`src/rtl/desc_ring_pkg.sv`:
```
package desc_ring_pkg;
  localparam int RING_TX = 0;
  localparam int RING_RX = 1;
  localparam int N_RINGS = 2;

  typedef enum logic {
    FLD_BASE = 1'b0,
    FLD_LEN  = 1'b1
  } field_e;

  typedef enum logic {
    ST_STOP = 1'b0,
    ST_RUN  = 1'b1
  } run_e;
endpackage

```
`src/rtl/desc_ring_cfg.sv`:
```
module desc_ring_cfg #(
  parameter int ADDR_W      = 32,
  parameter int MAX_ENTRIES = 128,
  parameter int ENTRY_BYTES = 8,
  localparam int LEN_W      = $clog2(MAX_ENTRIES) + 1,
  localparam int OFS_W      = $clog2(ENTRY_BYTES)
) (
  input  logic              clk_i,
  input  logic              rst_ni,
  input  logic              base_we_i,
  input  logic              len_we_i,
  input  logic [ADDR_W-1:0] data_i,
  output logic [ADDR_W-1:0] base_o,
  output logic [LEN_W-1:0]  len_o,
  output logic              misalign_o
);
  logic [ADDR_W-1:0] base_q;
  logic [LEN_W-1:0]  len_q;
  logic              mis_q;
  logic              len_ok;

  // legal: non-zero power of two not above MAX_ENTRIES
  always_comb begin
    len_ok = (data_i != '0) &&
             (data_i <= ADDR_W'(MAX_ENTRIES)) &&
             ((data_i & (data_i - ADDR_W'(1))) == '0);
  end

  always_ff @(posedge clk_i or negedge rst_ni) begin
    if (!rst_ni) begin
      base_q <= '0;
      len_q  <= LEN_W'(MAX_ENTRIES);
      mis_q  <= 1'b0;
    end else begin
      if (base_we_i) begin
        base_q <= {data_i[ADDR_W-1:OFS_W], {OFS_W{1'b0}}};
        mis_q  <= |data_i[OFS_W-1:0];
      end
      if (len_we_i) begin
        len_q <= len_ok ? data_i[LEN_W-1:0] : LEN_W'(MAX_ENTRIES);
      end
    end
  end

  assign base_o     = base_q;
  assign len_o      = len_q;
  assign misalign_o = mis_q;
endmodule

```
`src/rtl/desc_ring_idx.sv`:
```
module desc_ring_idx #(
  parameter int ADDR_W      = 32,
  parameter int MAX_ENTRIES = 128,
  parameter int ENTRY_BYTES = 8,
  localparam int IDX_W      = $clog2(MAX_ENTRIES),
  localparam int LEN_W      = IDX_W + 1,
  localparam int OFS_W      = $clog2(ENTRY_BYTES)
) (
  input  logic              clk_i,
  input  logic              rst_ni,
  input  logic              load_i,
  input  logic              adv_i,
  input  logic [ADDR_W-1:0] base_i,
  input  logic [LEN_W-1:0]  len_i,
  output logic [IDX_W-1:0]  idx_o,
  output logic [IDX_W-1:0]  last_o,
  output logic [ADDR_W-1:0] addr_o
);
  logic [ADDR_W-1:0] base_q;
  logic [IDX_W-1:0]  last_q;
  logic [IDX_W-1:0]  idx_q;
  logic [LEN_W-1:0]  len_m1;

  assign len_m1 = len_i - LEN_W'(1);

  always_ff @(posedge clk_i or negedge rst_ni) begin
    if (!rst_ni) begin
      base_q <= '0;
      last_q <= IDX_W'(MAX_ENTRIES - 1);
      idx_q  <= '0;
    end else if (load_i) begin
      base_q <= base_i;
      last_q <= len_m1[IDX_W-1:0];
      idx_q  <= '0;
    end else if (adv_i) begin
      idx_q <= (idx_q == last_q) ? '0 : idx_q + IDX_W'(1);
    end
  end

  assign idx_o  = idx_q;
  assign last_o = last_q;
  assign addr_o = base_q + ADDR_W'({idx_q, {OFS_W{1'b0}}});
endmodule

```
`src/rtl/desc_ring_ctrl.sv`:
```
module desc_ring_ctrl
  import desc_ring_pkg::*;
(
  input  logic clk_i,
  input  logic rst_ni,
  input  logic start_i,
  input  logic stop_i,
  input  logic suspend_i,
  output logic load_o,
  output logic step_o,
  output logic run_o
);
  run_e state_q;

  always_ff @(posedge clk_i or negedge rst_ni) begin
    if (!rst_ni)      state_q <= ST_STOP;
    else if (start_i) state_q <= ST_RUN;
    else if (stop_i)  state_q <= ST_STOP;
  end

  assign load_o = start_i;
  // start and stop both outrank an advance
  assign step_o = (state_q == ST_RUN) && !suspend_i && !start_i && !stop_i;
  assign run_o  = (state_q == ST_RUN);
endmodule

```
`src/rtl/desc_ring_ptr.sv`:
```
module desc_ring_ptr
  import desc_ring_pkg::*;
#(
  parameter int ADDR_W      = 32,
  parameter int MAX_ENTRIES = 128,
  parameter int ENTRY_BYTES = 8,
  localparam int IDX_W      = $clog2(MAX_ENTRIES),
  localparam int LEN_W      = IDX_W + 1
) (
  input  logic              clk_i,
  input  logic              rst_ni,
  input  logic              wr_en_i,
  input  logic [1:0]        wr_sel_i,
  input  logic [ADDR_W-1:0] wr_data_i,
  input  logic              start_i,
  input  logic              stop_i,
  input  logic              suspend_i,
  input  logic [1:0]        adv_i,
  output logic [ADDR_W-1:0] tx_addr_o,
  output logic [ADDR_W-1:0] rx_addr_o,
  output logic [IDX_W-1:0]  tx_idx_o,
  output logic [IDX_W-1:0]  rx_idx_o,
  output logic [1:0]        misalign_o
);
  logic                           load;
  logic                           step;
  logic                           run;
  logic [N_RINGS-1:0][ADDR_W-1:0] ring_addr;
  logic [N_RINGS-1:0][IDX_W-1:0]  ring_idx;
  logic [N_RINGS-1:0][IDX_W-1:0]  ring_last;

  desc_ring_ctrl u_ctrl (
    .clk_i    (clk_i),
    .rst_ni   (rst_ni),
    .start_i  (start_i),
    .stop_i   (stop_i),
    .suspend_i(suspend_i),
    .load_o   (load),
    .step_o   (step),
    .run_o    (run)
  );

  for (genvar r = 0; r < N_RINGS; r++) begin : g_ring
    logic              base_we;
    logic              len_we;
    logic [ADDR_W-1:0] prog_base;
    logic [LEN_W-1:0]  prog_len;

    assign base_we = wr_en_i && (wr_sel_i[1] == 1'(r)) && (wr_sel_i[0] == FLD_BASE);
    assign len_we  = wr_en_i && (wr_sel_i[1] == 1'(r)) && (wr_sel_i[0] == FLD_LEN);

    desc_ring_cfg #(
      .ADDR_W     (ADDR_W),
      .MAX_ENTRIES(MAX_ENTRIES),
      .ENTRY_BYTES(ENTRY_BYTES)
    ) u_cfg (
      .clk_i     (clk_i),
      .rst_ni    (rst_ni),
      .base_we_i (base_we),
      .len_we_i  (len_we),
      .data_i    (wr_data_i),
      .base_o    (prog_base),
      .len_o     (prog_len),
      .misalign_o(misalign_o[r])
    );

    desc_ring_idx #(
      .ADDR_W     (ADDR_W),
      .MAX_ENTRIES(MAX_ENTRIES),
      .ENTRY_BYTES(ENTRY_BYTES)
    ) u_idx (
      .clk_i (clk_i),
      .rst_ni(rst_ni),
      .load_i(load),
      .adv_i (step && adv_i[r]),
      .base_i(prog_base),
      .len_i (prog_len),
      .idx_o (ring_idx[r]),
      .last_o(ring_last[r]),
      .addr_o(ring_addr[r])
    );
  end

  assign tx_addr_o = ring_addr[RING_TX];
  assign rx_addr_o = ring_addr[RING_RX];
  assign tx_idx_o  = ring_idx[RING_TX];
  assign rx_idx_o  = ring_idx[RING_RX];
endmodule

```
`config.mk`:
```
export PLATFORM = sky130hd
export DESIGN_NAME = desc_ring_ptr
export DESIGN_NICKNAME = d
export VERILOG_FILES = /design/src/rtl/desc_ring_pkg.sv /design/src/rtl/desc_ring_cfg.sv /design/src/rtl/desc_ring_idx.sv /design/src/rtl/desc_ring_ctrl.sv /design/src/rtl/desc_ring_ptr.sv
export SDC_FILE = /design/constraint.sdc
export NUM_CORES = 1
export LEC_CHECK = 0
export BUFFER_PORTS_ARGS = -buffer_cell sky130_fd_sc_hd__buf_2
export CAP_MARGIN = 10
export CORE_ASPECT_RATIO = 1.5
export CORE_MARGIN = 2
export CORE_UTILIZATION = 42
export DETAILED_ROUTE_END_ITERATION = 6
export HOLD_SLACK_MARGIN = 0.15
export PLACE_DENSITY_LB_ADDON = 0.2
export SLEW_MARGIN = 20
export SYNTH_ARGS = -nofsm -noshare
export SYNTH_HDL_FRONTEND = slang
export SYNTH_SLANG_ARGS = --single-unit
```
`constraint.sdc`:
```
create_clock -name clk_i -period 2.3 [get_ports clk_i]
set_clock_uncertainty 0.05 [all_clocks]
set_input_delay 0.23 -clock clk_i [delete_from_list [all_inputs] [get_ports clk_i]]
set_output_delay 0.23 -clock clk_i [all_outputs]
set_load 0.02 [all_outputs]
```
==> run_results.csv, run 1 <==
group,metric,value,unit
outcome,status,"finished with violations",
outcome,violations,"setup timing",
routing,drtPass1Iterations,4,
routing,wire_per_inst,18.14,um
die,chipHeight,175.3,um
clock_tree,insertion_delay,0.42,ns
placed_design,numPortBuffers,115,
clock_tree,cts_tree,"done",
grt,grt-ovfl-total,0,
critical_path,slowest_stage,"dfrtp_1",
grt,antenna_found_initial,0,
routing,ant_nets,0,
routing,vias,6226,
die,boundaryPins,122,
placed_design,dp_hpwl,15100,um
yosys,synth_area_leaders,"dfrtp_1 (45%), mux2_2 (16%), xnor2_1 (5.3%)",
timing,hold_viol,0,
timing,setup_viol,49,
die,start_util,0.4286,
routing,drc_errors,0,
clock_tree,numCtsBuffers,17,
yosys,syn_inst,709,
critical_path,max_stage_delay,0.39,ns
power,cellPowerDensity,768.8,nW/um^2
grt,grt_pass1_vias,6645,
power,p_leak,0.005069,uW
yosys,ys_seq_area_frac,0.4927,
power,total_power,8757,uW
timing,fmaxAchievable,0.3570,GHz
routing,drt_iter0_drc,221,
power,vdd_ir_drop_max,0.6140,mV
yosys,synth_edf_count,0,
clock_tree,root_buffer,"clkbuf_16",
yosys,mappedNetlistArea,8213,sq um
grt,grt_max_degree,62,
clock_tree,clockBufferDepth,2,
critical_path,cp_cell_sequence,"ha_4 > inv_2 > fa_2 > nor2b_2 > o31a_1 > o21a_4 > buf_12 > and3_4 > xor2_4 > buf_6",
die,die_x,118.2,um
yosys,yosysTopAreaCell,"dfrtp_1",
critical_path,cp_max_fo,5,
yosys,synth_commonest_cells,"dfrtp_1 (147), mux2_2 (114), xnor2_1 (50)",
finish,n_antenna_cell,0,
placed_design,gp_congestion,0.8392,
critical_path,cp-start-kind,"register",
finish,area_growth,38.70,%
die,dieArea,20710,sq um
grt,grt_pass1_wl,34180,um
critical_path,worst_setup_path_end_kind,"primary output",
timing,fin_ws,-0.5010,ns
timing,tns,-15.53,ns
clock_tree,clkTransAtPathRegs,0.06,ns
timing,slew_headroom,0.5445,
finish,finalInstanceArea,11390,sq um
yosys,ys.flop_type,"dfrtp_1",
timing,fin_crit_sh,1.218,
grt,grtUsageTotal,0.2103,
yosys,synth_most_common_cell,"dfrtp_1",
finish,drive_gt1_frac,0.4995,
job,max_cap_violations,0,
timing,holdWs,0.1747,ns
critical_path,worstPathRequired,2.02,ns
yosys,synth_async_sr_flop_share,1.000,
timing,drv_slew,0,
timing,rsz0062_at_grt,"true",
yosys,ys_warn_count,0,
finish,nets,972,
timing,tightest_slew,0.6776,ns
die,rows,62,
yosys,synth-seq-cells,161,
die,coreArea,19160,sq um
clock_tree,htreeDepth,4,
routing,finalWirelength,21390,um
yosys,netlist-cell-type-count,61,
routing,drt-vias-per-instance,5.281,
min_path,hp-class,"input pin to register",
yosys,avgSynthCellArea,11.58,sq um
critical_path,crit_arrival,2.52,ns
clock_tree,cts_sinks,161,
critical_path,critPathKind,"register to primary output",
yosys,synth_top_cell_area_share,0.4479,
timing,min_period,2.801,ns
placed_design,dpl_cell_area,9653,sq um
## cells by family (layout without fill, tap and decap cells)
group                      Yosys count  after routing  share of synthesized area
AOI/OAI and AO/OA                   96             96                    0.07861
buffers and inverters               48            257                    0.02773
and+or+nand+nor                    192            192                     0.1295
other                                1              6                  0.0004566
muxes                              116            116                     0.1587
xor gates and xnor gates            75             75                    0.07998
adders and majority gates           20             20                    0.03230
DFF                                161            161                     0.4927
## stage by stage
stage | utilization | worst slack [ns] | std cells
3_3_place_gp | 0.5038 | -0.01226 | 1098
6_report | 0.5945 | -0.5010 | 1179
5_1_grt | 0.5945 | -0.6253 | 1179
3_5_place_dp | 0.5038 | -0.09190 | 1098
2_1_floorplan | - | -0.06547 | 714
4_1_cts | 0.5804 | -0.4863 | 1173
## report_power, final
part	internal, uW	switching [uW]	total [uW]	leakage (uW)
sequential	3280	479	3760	0.00193
clock	1750	1100	2850	0.000282
combinational	1120	1030	2150	0.00285
total	6150	2610	8760	0.00507
## what timing repair did
item	4_1_cts	5_1_grt
gates resized for setup	113	44
pin swaps	39	17
cloned	1	0
hold endpoints to repair	224	0
endpoints found under the setup margin	50	50
hold buffers	34	0
setup buffers	8	6
## state kept, by name, indices dropped and copies added, names as in the netlist
name	flops
g_ring.u_cfg.misalign_o	2
g_ring.u_idx.last_o	14
g_ring.u_cfg.len_o	14
u_ctrl.run_o	1
g_ring.u_idx.base_q	58
g_ring.u_cfg.base_o	58
g_ring.u_idx.idx_o	14
## cells in the final DEF, fill, tap and decap left out, drive strengths merged, types with 3 or more instances in the layout
| master | n |
|---|---|
| o21a | 9 |
| nor4 | 13 |
| or3 | 4 |
| clkbuf | 25 |
| a21oi | 22 |
| clkinvlp | 4 |
| dlygate4sd3 | 34 |
| a21o | 7 |
| a211oi | 4 |
| dfstp | 14 |
| ha | 18 |
| a31o | 10 |
| nand3b | 5 |
| and3 | 9 |
| a32oi | 3 |
| conb | 6 |
| nor3 | 11 |
| o31ai | 5 |
| and2 | 10 |
| buf | 173 |
| o31a | 3 |
| inv | 18 |
| nand3 | 26 |
| xor2 | 25 |
| nand4 | 15 |
| o21ai | 24 |
| dfrtp | 147 |
| nand2 | 38 |
| nor2 | 36 |
| nor2b | 6 |
| mux2 | 114 |
| or2 | 5 |
| xnor2 | 50 |
| and4 | 5 |
## layout make-up
| class | instances | area (sq um) |
|---|---|---|
| Multi-Input combinational cell | 505 | 4735 |
| Clock buffer | 25 | 505.5 |
| Clock inverter | 7 | 98.84 |
| Timing Repair Buffer | 207 | 1609 |
| Sequential cell | 161 | 4055 |
| Tap cell | 256 | 320.3 |
| Fill cell | 1580 | 7770 |
| Inverter | 18 | 67.56 |
## final timing paths
check,from,end,slack [ns],cells past startpoint
max,g_ring[0].u_idx.base_q[3],tx_addr_o[17],-0.50,10
min,start_i,g_ring[0].u_idx.last_o[1],0.17,2
max reg2reg,g_ring[0].u_idx.idx_o[0],g_ring[0].u_idx.idx_o[2],0.28,5
min reg2reg,g_ring[1].u_idx.last_o[1],g_ring[1].u_idx.last_o[1],0.42,2
max in group asynchronous,rst_ni,g_ring[0].u_idx.last_o[6],1.21,3
min in group asynchronous,rst_ni,g_ring[1].u_idx.idx_o[2],0.25,2
## routing by layer
layer  vias to the layer above  global-route usage  share of wire
li1                       2930                   -              -
met1                      3161              0.2411           0.40
met2                       114              0.3938           0.56
met3                        21             0.04091          0.026
met4                         0             0.06124          0.014
met5                         -                   0              0
## worst max-delay path, delay by kind of cell, from the launching register on
family | cells | cell delay [ns]
xor+xnor | 1 | 0.15
simple gates | 2 | 0.36
buf+inv | 3 | 0.28
compound gates | 2 | 0.42
flops | 1 | 0.39
fa+ha+maj | 2 | 0.49
No activity file was read; power rests on OpenSTA's default activity.
==> run 2: changes to the inputs <==
Settings changed: CORE_UTILIZATION 42 to 45.
==> run 2 against run 1 <==
  * The flow still finishes with violations (setup timing)
  * Hold slack improved by 0.00092 ns
  * Design area decreased by 0.34%
  * First-iteration DRC count increased by 23%
  * Worst setup slack improved by 0.070 ns
  * Flip-flop and latch count unchanged
  * Critical path type unchanged
  * Critical endpoint is now tx_addr_o[15]
  * Largest power group unchanged
==> run_results.csv, run 2 (synthesis results as in run 1) <==
group,metric,value,unit
grt,antenna_found_initial,0,
clock_tree,cts_tree,"done",
critical_path,crit_arrival,2.45,ns
timing,min_period,2.731,ns
finish,finalInstanceArea,11350,sq um
finish,multi_input_area,4786,sq um
finish,layout_commonest_cell,"dfrtp_1",
outcome,status,"finished with violations",
grt,grtUsageTotal,0.2309,
timing,fin_ws,-0.4310,ns
clock_tree,cts_sinks,161,
finish,n_antenna_cell,0,
timing,rsz0062_at_grt,"true",
finish,seq_area,4056,sq um
die,chipHeight,169.5,um
placed_design,gp_congestion,0.8261,
routing,drc_errors,0,
timing,hold_viol,0,
routing,ant_nets,0,
power,internal_power,5929,uW
power,p_clk_frac,0.304,
grt,grt_max_degree,77,
critical_path,cp_max_fo,4,
placed_design,dp_hpwl,14890,um
die,rows,60,
die,coreArea,17940,sq um
clock_tree,insertion_delay,0.42,ns
routing,drt_iter0_drc,272,
routing,drt-vias-per-instance,5.451,
critical_path,max_stage_delay,0.39,ns
timing,setup_viol,50,
clock_tree,clkTransAtPathRegs,0.06,ns
die,boundaryPins,122,
outcome,violations,"setup timing",
critical_path,worst_setup_path_end_kind,"primary output",
routing,finalWirelength,21670,um
routing,drtPass1Iterations,4,
min_path,hp-class,"input pin to register",
grt,grt_pass1_wl,34400,um
power,p_leak,0.005078,uW
die,dieArea,19370,sq um
critical_path,critPathTopFamily,"adder cells",
power,switching_share,0.3082,
critical_path,slowest_stage,"dfrtp_1",
job,max_cap_violations,0,
clock_tree,clockBufferDepth,2,
critical_path,cp_cell_sequence,"ha_4 > inv_2 > fa_2 > nor2b_2 > o31a_1 > buf_4 > o21a_4 > buf_6 > xor2_1 > buf_4",
timing,fmaxAchievable,0.3662,GHz
clock_tree,root_buffer,"clkbuf_16",
critical_path,path_common_cell,"buf_4",
finish,final_cell_mix,"dfrtp_1 (139), mux2_2 (114), buf_4 (92)",
die,start_util,0.4577,
finish,nets,979,
timing,slew_headroom,0.5277,
critical_path,critPathBufInv,4,
power,p_comb_frac,0.255,
power,netSwitchingPower,2642,uW
power,cellPowerDensity,755.0,nW/um^2
routing,wire_per_inst,18.92,um
finish,fillCellCount,1378,
critical_path,critPathKind,"register to primary output",
critical_path,worstPathRequired,2.02,ns
critical_path,cp-start-kind,"register",
placed_design,dpl_cell_area,9559,sq um
grt,grt_pass1_vias,6679,
placed_design,numPortBuffers,115,
power,pwr-share-seq,0.441,
timing,fin_crit_sh,1.187,
power,vdd_ir_drop_max,0.6201,mV
routing,vias,6241,
clock_tree,htreeDepth,4,
finish,area_growth,38.22,%
die,die_x,114.3,um
finish,finish.utilization,0.6327,
grt,grt-ovfl-total,0,
finish,drive_gt1_frac,0.5086,
timing,drv_slew,0,
clock_tree,numCtsBuffers,17,
timing,tightest_slew,0.7084,ns
==> run 2: cell types whose count changed in the layout (fill, tap and decap cells not counted), sizes merged <==
cell and change:
bufinv -1, o21a +1, clkinv +5, clkinvlp -1
buf +6, clkbuf -5
==> run 2: layout make-up <==
type | count | share of cell area
timing repair buffer | 213 | 0.1439
multi-input combinational | 506 | 0.4216
tap | 217 | 0.02392
clock buffer | 20 | 0.03935
clock inverter | 10 | 0.007936
sequential | 161 | 0.3573
inverter | 18 | 0.005952
==> run 2: per-layer routing <==
| layer | up-vias | share of wire | global-route usage |
|---|---|---|---|
| met1 | 3168 | 0.39 | 0.2612 |
| li1 | 2944 | - | - |
| met5 | - | 0 | 0 |
| met3 | 20 | 0.024 | 0.04000 |
| met2 | 109 | 0.57 | 0.4330 |
| met4 | 0 | 0.021 | 0.07794 |
==> run 2: what timing repair did <==
action | 4_1_cts | 5_1_grt
gates resized for setup | 123 | 47
pin swaps | 44 | 25
cloned | 1 | 0
endpoints found under the setup margin | 50 | 52
hold endpoints to repair | 129 | 0
setup buffers | 13 | 10
hold buffers | 34 | 0
==> run 2: path summary, 6_finish.rpt <==
| path | slack, ns | from | depth (start not counted) | endpoint |
|---|---|---|---|---|
| max in group asynchronous | 1.12 | rst_ni | 3 | g_ring[1].u_idx.last_o[5] |
| min in group asynchronous | 0.26 | rst_ni | 2 | g_ring[1].u_idx.base_q[4] |
| min reg2reg | 0.43 | g_ring[1].u_idx.last_o[1] | 2 | g_ring[1].u_idx.last_o[1] |
| max reg2reg | 0.34 | g_ring[0].u_idx.idx_o[1] | 7 | g_ring[0].u_idx.idx_o[6] |
| max | -0.43 | g_ring[0].u_idx.base_q[3] | 10 | tx_addr_o[15] |
| min | 0.18 | adv_i[1] | 4 | g_ring[1].u_idx.idx_o[1] |
==> run 2: worst min-delay path: cells and delay by family <==
family,cells,cell delay (ns)
AND/OR/NAND/NOR,2,0.24
AO/OA/AOI/OAI,1,0.05
buffers and inverters,1,0.09
==> run 2: power by group through the flow <==
stage	registers [uW]	clock network [uW]	logic [uW]
after global placement	3760	0	1780
after global routing	3840	2780	2340
final	3780	2600	2190
after CTS	3760	2640	2100
after detailed placement	3780	0	1820
after floorplan	3630	0	1270
==> run 2: stage by stage <==
stage	hold slack, ns	worst slack (ns)	setup TNS [ns]	instances	total power (uW)
detailed placement	0.1605	-0.1991	-1.919	1058	5604
finish	0.1756	-0.4310	-15.55	1145	8571
floorplan	-0.1156	-0.06547	-0.06554	714	4895
global route	0.2141	-0.5840	-20.88	1145	8965
CTS	0.1607	-0.4214	-15.30	1136	8495
global placement	0.1520	-0.1474	-0.8857	1058	5541
